===== src/rtl/ilc_pkg.sv =====
package ilc_pkg;

  typedef enum logic [1:0] {
    LT_REJECT  = 2'd0,
    LT_VLAN    = 2'd1,
    LT_FINE    = 2'd2,
    LT_UNKNOWN = 2'd3
  } lbl_type_e;

  localparam logic [15:0] ET_VLAN_TAG  = 16'h8100;
  localparam logic [15:0] ET_FINE_TAG  = 16'h893B;
  localparam int          LBL_W        = 24;
  localparam int          KEY_W        = 32;

  // accumulate one inner MAC byte into the flow fold
  function automatic logic [7:0] fold_step(input logic [7:0] acc,
                                           input logic [7:0] b);
    return acc ^ b;
  endfunction

  // full label in the upper bits so no two labels share a key
  function automatic logic [KEY_W-1:0] make_flow_key(input logic [LBL_W-1:0] lbl,
                                                     input logic [7:0] fold);
    return {lbl, fold};
  endfunction

  function automatic logic [LBL_W-1:0] fine_label(input logic [15:0] hi_w,
                                                  input logic [15:0] lo_w);
    return {hi_w[11:0], lo_w[11:0]};
  endfunction

endpackage


===== src/rtl/ilc_pos_tracker.sv =====
module ilc_pos_tracker #(
  parameter int LIMIT = 24,
  parameter int POS_W = 5
) (
  input  logic             clk,
  input  logic             rst_n,
  input  logic             in_valid,
  input  logic             in_sof,
  input  logic             in_eof,
  input  logic             stop,
  output logic             take,
  output logic [POS_W-1:0] idx
);

  localparam logic [POS_W-1:0] POS_MAX = POS_W'(LIMIT);

  logic             in_frame_q;
  logic [POS_W-1:0] pos_q;

  assign take = in_valid && (in_sof || in_frame_q);
  assign idx  = in_sof ? '0 : pos_q;

  always_ff @(posedge clk or negedge rst_n) begin
    if (!rst_n) begin
      in_frame_q <= 1'b0;
      pos_q      <= '0;
    end else if (take) begin
      in_frame_q <= !(in_eof || stop);
      pos_q      <= (idx == POS_MAX) ? idx : idx + 1'b1;
    end
  end


  stop_needs_byte_chk: assert property (@(posedge clk) disable iff (!rst_n)
    stop |-> take);


  pos_bounded_chk: assert property (@(posedge clk) disable iff (!rst_n)
    pos_q <= POS_MAX);

endmodule


===== src/rtl/ilc_mac_fold.sv =====
module ilc_mac_fold #(
  parameter int OFS   = 4,
  parameter int POS_W = 5
) (
  input  logic             clk,
  input  logic             rst_n,
  input  logic             take,
  input  logic             in_sof,
  input  logic [POS_W-1:0] idx,
  input  logic [7:0]       data,
  output logic [7:0]       fold
);
  import ilc_pkg::*;

  localparam logic [POS_W-1:0] MAC_FIRST = POS_W'(OFS);
  localparam logic [POS_W-1:0] MAC_LAST  = POS_W'(OFS + 11);

  logic [7:0] fold_q;
  logic       in_mac;

  assign in_mac = (idx >= MAC_FIRST) && (idx <= MAC_LAST);
  assign fold   = fold_q;

  always_ff @(posedge clk or negedge rst_n) begin
    if (!rst_n)
      fold_q <= '0;
    else if (take)
      fold_q <= fold_step(in_sof ? 8'h00 : fold_q, in_mac ? data : 8'h00);
  end

endmodule


===== src/rtl/ilc_label_fsm.sv =====
module ilc_label_fsm #(
  parameter int OFS   = 4,
  parameter int POS_W = 5
) (
  input  logic                     clk,
  input  logic                     rst_n,
  input  logic                     take,
  input  logic [POS_W-1:0]         idx,
  input  logic [7:0]               data,
  input  logic                     in_eof,
  input  logic                     vlan_only,
  input  logic [7:0]               fold,
  output logic                     stop,
  output logic                     res_valid,
  output ilc_pkg::lbl_type_e       res_type,
  output logic [ilc_pkg::LBL_W-1:0] res_label,
  output logic [2:0]               res_prio,
  output logic                     res_dei,
  output logic                     res_drop,
  output logic                     res_trunc,
  output logic [ilc_pkg::KEY_W-1:0] res_flow_key
);
  import ilc_pkg::*;

  localparam logic [POS_W-1:0] P_ET1 = POS_W'(OFS + 13);
  localparam logic [POS_W-1:0] P_HI  = POS_W'(OFS + 15);
  localparam logic [POS_W-1:0] P_ET2 = POS_W'(OFS + 17);
  localparam logic [POS_W-1:0] P_LO  = POS_W'(OFS + 19);

  logic [7:0]  prev_q;
  logic        is_fine_q, is_fine_n;
  logic [15:0] hiw_q, hiw_n;
  logic [15:0] word;

  // decision outcome of the current byte, visible for checks
  logic             emit;
  logic             trunc;
  lbl_type_e        e_type;
  logic [LBL_W-1:0] e_label;
  logic [2:0]       e_prio;
  logic             e_dei;
  logic             e_drop;

  assign word = {prev_q, data};

  always_comb begin
    emit      = 1'b0;
    e_type    = LT_UNKNOWN;
    e_label   = '0;
    e_prio    = '0;
    e_dei     = 1'b0;
    e_drop    = 1'b1;
    is_fine_n = is_fine_q;
    hiw_n     = hiw_q;
    if (take) begin
      if (idx == P_ET1) begin
        if (word == ET_VLAN_TAG) begin
          is_fine_n = 1'b0;
        end else if (word == ET_FINE_TAG) begin
          is_fine_n = 1'b1;
          if (vlan_only) begin
            emit   = 1'b1;
            e_type = LT_REJECT;
          end
        end else begin
          emit = 1'b1;
        end
      end else if (idx == P_HI) begin
        if (!is_fine_q) begin
          emit    = 1'b1;
          e_type  = LT_VLAN;
          e_label = {12'h000, word[11:0]};
          e_prio  = word[15:13];
          e_dei   = word[12];
          e_drop  = 1'b0;
        end else begin
          hiw_n = word;
        end
      end else if (idx == P_ET2) begin
        if (word != ET_FINE_TAG)
          emit = 1'b1;
      end else if (idx == P_LO) begin
        emit    = 1'b1;
        e_type  = LT_FINE;
        e_label = fine_label(hiw_q, word);
        e_prio  = hiw_q[15:13];
        e_dei   = hiw_q[12];
        e_drop  = 1'b0;
      end
    end
  end

  assign stop  = emit;
  assign trunc = take && in_eof && !emit;

  always_ff @(posedge clk or negedge rst_n) begin
    if (!rst_n) begin
      prev_q    <= '0;
      is_fine_q <= 1'b0;
      hiw_q     <= '0;
    end else if (take) begin
      prev_q    <= data;
      is_fine_q <= is_fine_n;
      hiw_q     <= hiw_n;
    end
  end

  always_ff @(posedge clk or negedge rst_n) begin
    if (!rst_n) begin
      res_valid    <= 1'b0;
      res_trunc    <= 1'b0;
      res_type     <= LT_REJECT;
      res_label    <= '0;
      res_prio     <= '0;
      res_dei      <= 1'b0;
      res_drop     <= 1'b0;
      res_flow_key <= '0;
    end else begin
      res_valid <= emit;
      res_trunc <= trunc;
      if (emit) begin
        res_type     <= e_type;
        res_label    <= e_label;
        res_prio     <= e_prio;
        res_dei      <= e_dei;
        res_drop     <= e_drop;
        res_flow_key <= e_drop ? '0 : make_flow_key(e_label, fold);
      end
    end
  end


  valid_single_pulse_chk: assert property (@(posedge clk) disable iff (!rst_n)
    res_valid |=> !res_valid);


  trunc_excl_chk: assert property (@(posedge clk) disable iff (!rst_n)
    !(res_valid && res_trunc));


  unknown_no_label_chk: assert property (@(posedge clk) disable iff (!rst_n)
    (res_valid && res_type == LT_UNKNOWN) |-> (res_label == '0 && res_drop));


  reject_dropped_chk: assert property (@(posedge clk) disable iff (!rst_n)
    (res_valid && res_type == LT_REJECT) |-> (res_drop && res_label == '0));


  fine_kept_chk: assert property (@(posedge clk) disable iff (!rst_n)
    (res_valid && res_type == LT_FINE) |-> !res_drop);


  vlan_label_width_chk: assert property (@(posedge clk) disable iff (!rst_n)
    (res_valid && res_type == LT_VLAN) |-> res_label[23:12] == 12'h000);


  key_carries_label_chk: assert property (@(posedge clk) disable iff (!rst_n)
    (res_valid && !res_drop) |-> res_flow_key[31:8] == res_label);

endmodule


===== src/rtl/inner_label_classifier.sv =====
module inner_label_classifier #(
  parameter int INNER_OFS = 4
) (
  input  logic        clk,
  input  logic        rst_n,
  input  logic        in_valid,
  input  logic [7:0]  in_data,
  input  logic        in_sof,
  input  logic        in_eof,
  input  logic        vlan_only,
  output logic        res_valid,
  output logic [1:0]  res_type,
  output logic [23:0] res_label,
  output logic [2:0]  res_prio,
  output logic        res_dei,
  output logic        res_drop,
  output logic        res_trunc,
  output logic [31:0] res_flow_key
);
  import ilc_pkg::*;

  localparam int LIMIT = INNER_OFS + 20;
  localparam int POS_W = $clog2(LIMIT + 1);

  logic             take;
  logic             stop;
  logic [POS_W-1:0] idx;
  logic [7:0]       fold;
  lbl_type_e        type_e;

  ilc_pos_tracker #(.LIMIT(LIMIT), .POS_W(POS_W)) u_pos (
    .clk      (clk),
    .rst_n    (rst_n),
    .in_valid (in_valid),
    .in_sof   (in_sof),
    .in_eof   (in_eof),
    .stop     (stop),
    .take     (take),
    .idx      (idx)
  );

  ilc_mac_fold #(.OFS(INNER_OFS), .POS_W(POS_W)) u_fold (
    .clk    (clk),
    .rst_n  (rst_n),
    .take   (take),
    .in_sof (in_sof),
    .idx    (idx),
    .data   (in_data),
    .fold   (fold)
  );

  ilc_label_fsm #(.OFS(INNER_OFS), .POS_W(POS_W)) u_fsm (
    .clk          (clk),
    .rst_n        (rst_n),
    .take         (take),
    .idx          (idx),
    .data         (in_data),
    .in_eof       (in_eof),
    .vlan_only    (vlan_only),
    .fold         (fold),
    .stop         (stop),
    .res_valid    (res_valid),
    .res_type     (type_e),
    .res_label    (res_label),
    .res_prio     (res_prio),
    .res_dei      (res_dei),
    .res_drop     (res_drop),
    .res_trunc    (res_trunc),
    .res_flow_key (res_flow_key)
  );

  assign res_type = type_e;

endmodule


===== config.mk =====
export PLATFORM = sky130hd
export DESIGN_NAME = inner_label_classifier
export DESIGN_NICKNAME = d
export VERILOG_FILES = /design/src/rtl/ilc_pkg.sv /design/src/rtl/ilc_pos_tracker.sv /design/src/rtl/ilc_mac_fold.sv /design/src/rtl/ilc_label_fsm.sv /design/src/rtl/inner_label_classifier.sv
export SDC_FILE = /design/constraint.sdc
export NUM_CORES = 1
export LEC_CHECK = 0
export BUFFER_PORTS_ARGS = -buffer_cell sky130_fd_sc_hd__buf_4
export CAP_MARGIN = 20
export CORE_MARGIN = 2
export CORE_UTILIZATION = 59
export DETAILED_ROUTE_END_ITERATION = 12
export GPL_TIMING_DRIVEN = 0
export PLACE_DENSITY_LB_ADDON = 0.05
export SLEW_MARGIN = 20
export SYNTH_ARGS = -nofsm -noshare
export SYNTH_HDL_FRONTEND = slang
export SYNTH_SLANG_ARGS = --single-unit
export TNS_END_PERCENT = 5

===== constraint.sdc =====
create_clock -name clk -period 3.3 [get_ports clk]
set_input_delay 0.66 -clock clk [delete_from_list [all_inputs] [get_ports clk]]
set_output_delay 0.66 -clock clk [all_outputs]
set_load 0.005 [all_outputs]

==> results of run 1 <==
## per-stage QoR
stage,area [sq um],std cells,utilization
global placement,4890,511,0.716
global route,5080,527,0.744
floorplan,4190,337,-
finish,5080,527,0.744
detailed placement,4900,511,0.717
CTS,5080,527,0.744
## routing by layer
layer	vias up	track usage	share of wire
li1	1400	-	-
met1	1500	0.368	0.46
met2	105	0.403	0.47
met3	13	0.0513	0.050
met4	0	0.0909	0.017
met5	-	0	0
## synth_stat cells, drive strengths merged, types with 2 or more instances
cell	number	share of area
dfrtp	104	0.62
a22o	58	0.12
nand2	48	0.044
mux2	17	0.046
nor2	12	0.012
buf	11	0.015
clkbuf	9	0.0081
inv	9	0.0081
xor2	9	0.019
o21ai	8	0.0096
a21oi	5	0.0060
and3	4	0.0060
nor3	4	0.0048
a22oi	3	0.0054
ha	3	0.0090
mux2i	3	0.0072
nand2b	3	0.0045
nor2b	3	0.0045
nor4	3	0.0045
o21a	3	0.0054
a31oi	2	0.0030
and4b	2	0.0048
nand3	2	0.0036
nand4	2	0.0030
nor3b	2	0.0036
## cell families (layout without fill, tap and decap cells)
| kind of cell | Yosys count | after routing | synth area share |
|---|---|---|---|
| flops | 104 | 104 | 0.621 |
| simple gates | 88 | 88 | 0.102 |
| compound gates | 84 | 84 | 0.166 |
| buf+inv | 29 | 123 | 0.0308 |
| mux | 20 | 20 | 0.0529 |
| xor+xnor | 9 | 9 | 0.0188 |
| fa+ha+maj | 3 | 3 | 0.00896 |
## power by group
group          internal (mW)  leakage [nW]  switching (mW)  total [mW]
sequential              1.39          1.40          0.0902        1.48
combinational          0.192          1.09           0.235       0.427
clock                  0.295        0.0957           0.466       0.762
total                   1.88          2.59           0.791        2.67
## worst max-delay path, cell delays in order
cell	delay, ns
buf_4	0.12
buf_2	0.17
nor2b_1	0.26
ha_1	0.36
and3_1	0.22
and3_1	0.15
clkbuf_1	0.26
clkbuf_1	0.43
a22o_1	0.21
## state kept, by name, summed over array words and instances, names as in the netlist, 2 cells and up
register and cells:
u_pos.pos_q 5, u_fsm.res_label 24, u_fsm.res_type 2, u_fsm.hiw_q 16, u_fsm.res_flow_key 32, u_fsm.prev_q 8, u_fold.fold 8, u_fsm.res_prio 3
## worst paths after layout
kind,to,slack [ns],from
worst min-delay path,u_fsm.res_flow_key[25],0.36,rst_n
max in group asynchronous,u_fsm.res_flow_key[8],2.29,rst_n
worst max-delay path,u_fsm.res_flow_key[9],0.76,in_sof
worst min register to register,u_fsm.res_prio[1],0.49,u_fsm.res_prio[1]
worst max register to register,u_fsm.res_flow_key[9],0.93,u_pos.pos_q[0]
min in group clk,u_pos.in_frame_q,0.47,in_eof
## cell type report
cell class / count / area share
clock inverters: 6 / 0.0113
repair buffers: 78 / 0.116
inverters: 9 / 0.00665
plain buffers: 20 / 0.0187
flip-flops and latches: 104 / 0.512
multi-input cells: 204 / 0.287
well taps: 96 / 0.0236
clock buffers: 10 / 0.0251
==> results_dict.tcl, run 1 <==
set metrics [dict create \
    status "finished clean" \
    final_cell_mix "dfrtp_1, buf_4, a22o_1" \
    hold_viol_final 0 \
    dp_slack_ns 0.426 \
    cts_post_setup_buffers_inserted 0 \
    numPortBuffers 78 \
    syn_to_final_growth_pct 21.4 \
    clk_latency_ns 0.37 \
    overflow 0 \
    total_power_mw 2.67 \
    vias 3018 \
    drc 0 \
    syn_area_per_cell_sq_um 12.4 \
    seq_area_frac_synth 0.621 \
    synth_flop_cell "dfrtp_1" \
    post_drt_wl_per_cell_microns 18.0 \
    grt_start_max_net_pins 105 \
    syn_inst 337 \
    track_usage 0.259 \
    cp_max_fo 10 \
    rr_worst_depth 7 \
    clkSlewWorstSetupHoldPaths_ns 0.11 \
    min_period_ns 2.54 \
    netlist_area_sq_um 4190 \
    wl_microns 9490 \
    place_congestion 0.852 \
    worst_slew_pin_slew_ns 0.920 \
    num-fill-cells 485 \
    floorplan.core_area_sq_um 6830 \
    drtAntennaViolNets 0 \
    die_y_microns 88.3 \
    hpwlAfterDp_microns 6590 \
    min_path_type "in2async" \
    drv_slew 0 \
    setup_viol 0 \
    tritoncts "done" \
    critPathKind "in2reg" \
    synth_warnings 0 \
    p_leak_nw 2.59 \
    seqCellArea_sq_um 2600 \
    nNetsFinal 443 \
    grt_pass1_wl_microns 15000 \
    fin_crit_sh 0.771 \
    viasPerCell 5.73 \
    ctsLongestPathBuffers 2 \
    async_flop_share 1.00 \
    die_area_sq_um 7790 \
    cts-buffers-inserted 9 \
    antenna_found_initial 0 \
    crit_arrival_ns 2.84 \
    power_density_nw_per_um2 525 \
    endpoint_kind "register" \
    ir_worst_vdd_v 0.000306 \
    clockRootBuffer "clkbuf_8" \
    antennaDiodeCount 0 \
    cp.required_ns 3.60 \
    relSlewSlack 0.386 \
    multi_input_area_sq_um 1460 \
    syn_nets 354 \
    drt-initial-drc-count 195 \
    timing.hold.ws_ns 0.358 \
    final.setup.tns_ns 0 \
    critPathLaunchType "primary input" \
    drt_pass1_iterations 4 \
    cts.sinks 104 \
    ioPinCount 79 \
    rows 30 \
    dieWidth_microns 88.3 \
    fmax_mhz 393 \
    finClkSkew_ns 0.0171 \
    drive_above_1_share 0.299 \
    layout_commonest_cell "dfrtp_1" \
    synth-edff-count 0 \
    start_util 0.613 \
    setup_slack_ns 0.757 \
    htree_num_levels 3 \
    post_cts_resized 0 \
    maxCapViolations 0 \
    grt_pass1_vias 2968 \
    rsz0062_at_grt "no" \
    ys_ff_latch 104 \
    ys_types 39 \
    cts_hold_buf 0 \
]
(Power assumes the default switching activity.)
==> run 2, diff against run 1 <==
- CORE_UTILIZATION: 59 -> 55
- clock period: 3.3 -> 2.6 ns (I/O delays scaled with it)
==> run 2 against run 1 <==
Effect of this change:
- total power rose by 33%
- clock power grew 48%
- combinational power up 27%
- clock-buffer cell count fell by 1
- cell count up 0.57%
- utilization decreased by 4.5 points
- sequential cell count did not move
- global-route usage down 2.0 points
- critical endpoint is now u_fsm.res_flow_key[15]
- routed wire length shrank 0.33%
- die area rose by 6.9%
- via count up 1.2%
- final area rose by 0.89%
==> results_dict.tcl, run 2 (synthesis results as in run 1) <==
set metrics [dict create \
    fmax_mhz 425 \
    largest_register "u_fsm.res_flow_key" \
    drv_slew 0 \
    htree_num_levels 3 \
    dp_slack_ns -0.0866 \
    layout_commonest_cell "dfrtp_1" \
    relSlewSlack 0.411 \
    post_cts_resized 0 \
    drt-initial-drc-count 209 \
    dieWidth_microns 91.3 \
    cts-buffers-inserted 9 \
    overflow 0 \
    critPathLaunchType "primary input" \
    hold_viol_final 0 \
    start_util 0.571 \
    ctsLongestPathBuffers 2 \
    cts.sinks 104 \
    min_path_type "in2async" \
    r2r-start "u_pos.pos_q[0]" \
    ioPinCount 79 \
    multi_input_area_sq_um 1460 \
    dpl_cell_area_sq_um 4900 \
    crit_arrival_ns 2.66 \
    final.setup.tns_ns 0 \
    setup_slack_ns 0.248 \
    finClkSkew_ns 0.00920 \
    p_leak_nw 2.60 \
    cp_max_fo 10 \
    r2r-end "u_fsm.res_flow_key[15]" \
    cts_post_setup_buffers_inserted 0 \
    rsz0062_at_grt "no" \
    tritoncts "done" \
    fin_crit_sh 0.905 \
    cp.required_ns 2.91 \
    endpoint_kind "register" \
    place_congestion 0.832 \
    grt_pass1_vias 2925 \
    crit_path_start "in_sof" \
    die_area_sq_um 8330 \
    endpoint "u_fsm.res_flow_key[15]" \
    fin_cells 530 \
    clk_latency_ns 0.37 \
    timing.hold.ws_ns 0.254 \
    antenna_found_initial 0 \
    wl_microns 9460 \
    hpwlAfterDp_microns 6430 \
    final_cell_area_sq_um 5130 \
    place_inst 514 \
    min_period_ns 2.35 \
    post_drt_wl_per_cell_microns 17.8 \
    syn_to_final_growth_pct 22.4 \
    viasPerCell 5.76 \
    r2r_slack_ns 0.28 \
    setup_viol 0 \
    ir_worst_vdd_v 0.000409 \
    drt_pass1_iterations 4 \
    nNetsFinal 443 \
    grt_pass1_wl_microns 15500 \
    drc 0 \
    rows 31 \
    fin_util 0.700 \
    floorplan.core_area_sq_um 7330 \
    seqCellArea_sq_um 2600 \
    status "finished clean" \
    drive_above_1_share 0.302 \
    maxCapViolations 0 \
    clockRootBuffer "clkbuf_8" \
    rr_worst_depth 7 \
    biggestRegsByFlops "u_fsm.res_flow_key x32, u_fsm.res_label x24, u_fsm.hiw_q x16" \
    die_y_microns 91.3 \
    grt_start_max_net_pins 105 \
    num-fill-cells 557 \
    total_power_mw 3.55 \
    numPortBuffers 78 \
    power_density_nw_per_um2 693 \
    worst_slew_pin_slew_ns 0.884 \
    cts_hold_buf 0 \
    track_usage 0.238 \
    critPathKind "in2reg" \
    antennaDiodeCount 0 \
    clkSlewWorstSetupHoldPaths_ns 0.10 \
    vias 3054 \
    final_cell_mix "dfrtp_1, buf_4, a22o_1" \
    drtAntennaViolNets 0 \
    largest_register_ffs 32 \
]
==> run 2: cell types whose count changed in the layout (fill, tap and decap cells not counted) <==
cell / before / now
bufinv_16: 0 / 2
clkbuf_1: 10 / 9
clkinv_4: 1 / 0
clkinvlp_4: 0 / 3
inv_6: 3 / 1
inv_8: 2 / 1
==> run 2: how the worst min path moves through the flow <==
stage,slack [ns],end,startpoint,cells after the start
after CTS,0.28,u_fsm.res_flow_key[29],rst_n,1
after detailed placement,0.47,u_fsm.res_prio[1],u_fsm.res_prio[1],1
final,0.25,u_fsm.res_flow_key[29],rst_n,1
after global placement,0.47,u_fsm.res_prio[1],u_fsm.res_prio[1],1
after global routing,0.32,u_pos.in_frame_q,in_eof,2
after floorplan,0.22,u_fold.fold[0],rst_n,0
==> run 2: power breakdown <==
part	internal, mW	total [mW]	leakage, nW	switching [mW]
registers	1.76	1.88	1.40	0.115
logic	0.244	0.542	1.09	0.298
clock network	0.552	1.13	0.104	0.581
total	2.56	3.55	2.60	0.994
==> run 2: final cells by class <==
| type | instances | share of cell area |
|---|---|---|
| plain buffers | 20 | 0.0185 |
| clock buffers | 9 | 0.0242 |
| clock inverters | 7 | 0.0200 |
| inverters | 9 | 0.00659 |
| multi-input cells | 204 | 0.284 |
| flip-flops and latches | 104 | 0.507 |
| well taps | 99 | 0.0242 |
| repair buffers | 78 | 0.115 |
==> run 2: critical path, stage by stage <==
cell and delay (ns):
buf_4 0.12, buf_2 0.17, nor2b_1 0.25, ha_1 0.35, and3_1 0.21, and3_1 0.16, clkbuf_1 0.24, clkbuf_1 0.44
a22o_1 0.20
==> run 2: per-layer routing <==
metal	up-vias	global-route usage	wire length, microns
li1	1395	-	-
met5	-	0	0
met1	1553	0.350	4470
met4	0	0.0934	158
met3	12	0.0365	444
met2	94	0.361	4390
